**config.mk**
```make
export PLATFORM = sky130hd
export DESIGN_NAME = interval_timer
export DESIGN_NICKNAME = d
export VERILOG_FILES = /design/src/rtl/timer_pkg.sv /design/src/rtl/tmr_regdec.sv /design/src/rtl/tmr_counter.sv /design/src/rtl/interval_timer.sv
export SDC_FILE = /design/constraint.sdc
export NUM_CORES = 1
export LEC_CHECK = 0
export ABC_AREA = 1
export BUFFER_PORTS_ARGS = -buffer_cell sky130_fd_sc_hd__buf_2
export CAP_MARGIN = 20
export CORE_UTILIZATION = 61
export CTS_BUF_LIST = sky130_fd_sc_hd__clkbuf_8
export CTS_CLUSTER_DIAMETER = 50
export DETAILED_ROUTE_END_ITERATION = 16
export MAX_ROUTING_LAYER = met4
export PLACE_DENSITY = 0.94
export SLEW_MARGIN = 20
export SYNTH_ARGS = -nofsm -noshare
export SYNTH_HDL_FRONTEND = slang
export SYNTH_HIERARCHICAL = 1
export SYNTH_SLANG_ARGS = --single-unit
```
**constraint.sdc**
```tcl
create_clock -name clk -period 3.8 [get_ports clk]
set_input_delay 0 -clock clk [delete_from_list [all_inputs] [get_ports clk]]
set_output_delay 0 -clock clk [all_outputs]
set_load 0.05 [all_outputs]
```
**src/rtl/timer_pkg.sv**
```systemverilog
package timer_pkg;
  localparam int NREG       = 4;
  localparam int IDX_STATUS = 0;
  localparam int IDX_CTRL   = 1;
  localparam int IDX_PERIOD = 2;
  localparam int IDX_SNAP   = 3;

  // control word, bit 0 in the lsb position
  typedef struct packed {
    logic halt;   // bit 3
    logic go;     // bit 2
    logic rearm;  // bit 1
    logic ien;    // bit 0
  } ctrl_t;
endpackage

```
**src/rtl/tmr_regdec.sv**
```systemverilog
module tmr_regdec #(
  parameter int ADDR_W = 5,
  parameter int NREG   = 4
) (
  input  logic [ADDR_W-1:0] addr,
  input  logic              wr,
  input  logic              rd,
  output logic [NREG-1:0]   wr_hit,
  output logic [NREG-1:0]   rd_hit
);
  localparam int WIDX_W = ADDR_W - 2;

  logic [WIDX_W-1:0] widx;
  logic              aligned;

  assign widx    = addr[ADDR_W-1:2];
  assign aligned = (addr[1:0] == 2'b00);

  for (genvar i = 0; i < NREG; i++) begin : g_hit
    assign wr_hit[i] = wr && aligned && (widx == WIDX_W'(i));
    assign rd_hit[i] = rd && aligned && (widx == WIDX_W'(i));
  end
endmodule

```
**src/rtl/tmr_counter.sv**
```systemverilog
module tmr_counter #(
  parameter int CNT_W = 32
) (
  input  logic             clk,
  input  logic             rst_n,
  input  logic             load,
  input  logic [CNT_W-1:0] load_val,
  input  logic             start,
  input  logic             stop,
  input  logic             rearm,
  input  logic [CNT_W-1:0] period,
  output logic [CNT_W-1:0] count,
  output logic             running,
  output logic             expire
);
  logic [CNT_W-1:0] count_d;
  logic             running_d;

  assign expire = running && (count <= CNT_W'(1)) && !load;

  always_comb begin
    count_d = count;
    if (load) begin
      count_d = load_val;
    end else if (expire) begin
      count_d = rearm ? period : '0;
    end else if (running) begin
      count_d = count - CNT_W'(1);
    end
  end

  always_comb begin
    running_d = running;
    if (stop) begin
      running_d = 1'b0;
    end else if (start) begin
      running_d = 1'b1;
    end else if (expire && !rearm) begin
      running_d = 1'b0;
    end
  end

  always_ff @(posedge clk or negedge rst_n) begin
    if (!rst_n) begin
      count   <= '0;
      running <= 1'b0;
    end else begin
      count   <= count_d;
      running <= running_d;
    end
  end
endmodule

```
**src/rtl/interval_timer.sv**
```systemverilog
module interval_timer #(
  parameter int ADDR_W = 5,
  parameter int DATA_W = 32
) (
  input  logic              clk,
  input  logic              rst_n,
  input  logic [ADDR_W-1:0] bus_addr,
  input  logic              bus_wr,
  input  logic              bus_rd,
  input  logic [DATA_W-1:0] bus_wdata,
  output logic [DATA_W-1:0] bus_rdata,
  output logic              irq
);
  import timer_pkg::*;

  localparam int CTRL_W = $bits(ctrl_t);

  // reset: asserted asynchronously, released on a clock edge
  logic [1:0] rst_pipe;
  logic       rst_n_s;

  always_ff @(posedge clk or negedge rst_n) begin
    if (!rst_n) rst_pipe <= 2'b00;
    else        rst_pipe <= {rst_pipe[0], 1'b1};
  end
  assign rst_n_s = rst_pipe[1];

  logic [NREG-1:0]   wr_hit, rd_hit;
  ctrl_t             ctrl_q, ctrl_d;
  logic [DATA_W-1:0] period_q, period_d;
  logic              to_flag, to_flag_d;
  logic [DATA_W-1:0] rdata_d;
  logic [DATA_W-1:0] count;
  logic              running, expire;
  logic              cmd_start, cmd_stop;

  tmr_regdec #(.ADDR_W(ADDR_W), .NREG(NREG)) u_dec (
    .addr   (bus_addr),
    .wr     (bus_wr),
    .rd     (bus_rd),
    .wr_hit (wr_hit),
    .rd_hit (rd_hit)
  );

  assign cmd_start = wr_hit[IDX_CTRL] && bus_wdata[2];
  assign cmd_stop  = wr_hit[IDX_CTRL] && bus_wdata[3];

  tmr_counter #(.CNT_W(DATA_W)) u_cnt (
    .clk      (clk),
    .rst_n    (rst_n_s),
    .load     (wr_hit[IDX_PERIOD]),
    .load_val (bus_wdata),
    .start    (cmd_start),
    .stop     (cmd_stop),
    .rearm    (ctrl_q.rearm),
    .period   (period_q),
    .count    (count),
    .running  (running),
    .expire   (expire)
  );

  // next state of the stored registers
  always_comb begin
    ctrl_d    = ctrl_q;
    period_d  = period_q;
    to_flag_d = to_flag;
    if (wr_hit[IDX_CTRL])   ctrl_d   = ctrl_t'(bus_wdata[CTRL_W-1:0]);
    if (wr_hit[IDX_PERIOD]) period_d = bus_wdata;
    if (expire)                  to_flag_d = 1'b1;
    else if (wr_hit[IDX_STATUS]) to_flag_d = 1'b0;
  end

  // read mux
  always_comb begin
    rdata_d = '0;
    unique case (1'b1)
      rd_hit[IDX_STATUS]: rdata_d = {{(DATA_W-2){1'b0}}, running, to_flag};
      rd_hit[IDX_CTRL]:   rdata_d = {{(DATA_W-CTRL_W){1'b0}}, ctrl_q};
      rd_hit[IDX_PERIOD]: rdata_d = period_q;
      rd_hit[IDX_SNAP]:   rdata_d = count;
      default:            rdata_d = '0;
    endcase
  end

  always_ff @(posedge clk or negedge rst_n_s) begin
    if (!rst_n_s) begin
      ctrl_q    <= '0;
      period_q  <= '0;
      to_flag   <= 1'b0;
      bus_rdata <= '0;
    end else begin
      ctrl_q   <= ctrl_d;
      period_q <= period_d;
      to_flag  <= to_flag_d;
      if (bus_rd) bus_rdata <= rdata_d;
    end
  end

  assign irq = to_flag && ctrl_q.ien;
endmodule

```
==> impl_metrics.ini <==
[layout]
drive_above_1_share = 0.164
nets = 992
syn_to_final_growth_pct = 14.6
fin_util = 0.723
regArea_um2 = 2610
final_common_cell = nand2_1
final_cell_mix = 343 x nand2_1, 103 x dfrtp_1, 78 x nor2_1
postLayoutCellArea_um2 = 7070
nFillCells = 777
antenna_cells = 0
multi_input_area_um2 = 3070

[floorplanning]
rows = 36
core-area_um2 = 9770
ios = 74
die_height_um = 103
floorplan.initialDensity = 0.631
die_w_um = 103
die-area_um2 = 10500

[clock_network]
cts_buffer_depth = 2
cts-root-buf = clkbuf_8
clk_pin_slew_worst_paths_ns = 0.10
cts_tree = built
cts_buffers = 9
clock_latency_ns = 0.39
clkSinkCount = 104
htree_num_levels = 3

[run_status]
run_status = complete, no violations

[global_route]
grt-ovfl-total = 0
grt_pass1_vias = 5485
grt_use_total = 0.325
grt_start_max_net_pins = 45
grt_pass1_wl_um = 25600
antenna_found_initial = 0

[sta]
max_freq_ghz = 0.435
fin_crit_sh = 0.605
finalSetupViolations = 0
finalHoldViolations = 0
max_slew_margin = 0.324
worst_pin_slew_ns = 1.01
fin_skew_ns = 0.0155
grt_setup_unrepaired = no
fin_crit_ns = 2.30
fin_tns_setup_ns = 0
drv_slew = 0

[worst_setup_path]
crit_path_start = u_cnt/count[0]$_DFFE_PN0P_
cp.arrival_ns = 2.58
crit_path_end = u_cnt/count[30]$_DFFE_PN0P_
regToRegSetupSlack_ns = 1.50
reg2reg_from = u_cnt/count[0]$_DFFE_PN0P_
cp-end-kind = flip-flop
path_class = reg2reg
crit_fanout = 7
r2r-end = u_cnt/count[30]$_DFFE_PN0P_
start_kind = flip-flop
reg2reg_depth = 11
cp.required_ns = 4.08

[placed_design]
placed_area_um2 = 6530
dp_hpwl_um = 10000
port_buffers = 73
gp_congestion = 0.974

[detailed_routing]
drtAntennaViolNets = 0
drc = 0
vias = 5843
drt_first_iter_violations = 389
detail_route.vias_per_cell = 5.38
routed_wl_um = 14900
drtPass1Iterations = 5
wl_per_cell_um = 13.7

[logic_synthesis]
syn_area_um2 = 6170
syn_inst = 858
avgSynthCellArea_um2 = 7.19
yosysWarnings = 6
syn-num-nets = 901

[pwr]
leakage_nw = 3.86
p_per_area_nw_per_um2 = 561
p_total_w = 0.00396
ir_drop_mv = 0.258

[flow_run]
max-cap-violations = 0

[hold_path]
min_from = bus_addr[4]
hold_path_depth = 5
hp-class = in2reg
## registers in the layout (all words and copies together) (netlist names)
name	cells
u_cnt/running	1
u_cnt/count	32
to_flag	1
period_q	32
ctrl_q	4
bus_rdata	32
rst_pipe	2
## report_power, final
group,internal [W],total [W],switching (W)
registers,0.00134,0.00166,0.000312
logic,0.000563,0.00161,0.00105
clock network,0.000319,0.000698,0.000379
total,0.00223,0.00396,0.00174
## what timing repair did
action | in CTS | in global routing
gates resized for setup | 0 | 0
hold endpoints to repair | 70 | 0
hold buffers | 34 | 0
setup buffers | 0 | 0
## cell type report
| class | instances | area share |
|---|---|---|
| tap | 133 | 0.0235 |
| timing repair buffer | 114 | 0.107 |
| clock inverter | 5 | 0.00832 |
| sequential | 104 | 0.369 |
| inverter | 72 | 0.0382 |
| clock buffer | 10 | 0.0195 |
| multi-input combinational | 648 | 0.434 |
## per-stage QoR
stage,hold WS [ns],cells,worst slack [ns]
after floorplan,-0.296,858,0.688
after global placement,-0.215,1037,1.42
after detailed placement,-0.212,1037,1.36
after CTS,0.0316,1086,1.53
after global routing,0.0885,1086,1.28
final,0.0663,1086,1.50
## worst max-delay path, cell delays in order, from the launching register on
cell and delay [ns]:
dfrtp_1 0.40, inv_1 0.11, ha_1 0.31, nand2_1 0.15, nor2_1 0.28, nand2_1 0.14
nand2_1 0.16, nand2_1 0.23, nand2_1 0.13, nand3_1 0.10, nand2_1 0.13, nand2_1 0.05
## metal layers
metal | wire length (um) | up-vias | GRT usage
li1 | - | 2885 | -
met1 | 6620 | 2728 | 0.428
met2 | 7160 | 202 | 0.518
met4 | 280 | 0 | 0.111
met5 | 0 | - | -
met3 | 814 | 28 | 0.0427
## worst min-delay path by stage
stage               slack [ns]                    end
finish                    0.07    to_flag$_DFFE_PN0P_
CTS                       0.03    to_flag$_DFFE_PN0P_
global route              0.09    to_flag$_DFFE_PN0P_
floorplan                -0.30  rst_pipe[0]$_DFF_PN0_
global placement         -0.21  rst_pipe[0]$_DFF_PN0_
detailed placement       -0.21  rst_pipe[1]$_DFF_PN0_
No activity file was read; power rests on OpenSTA's default activity.
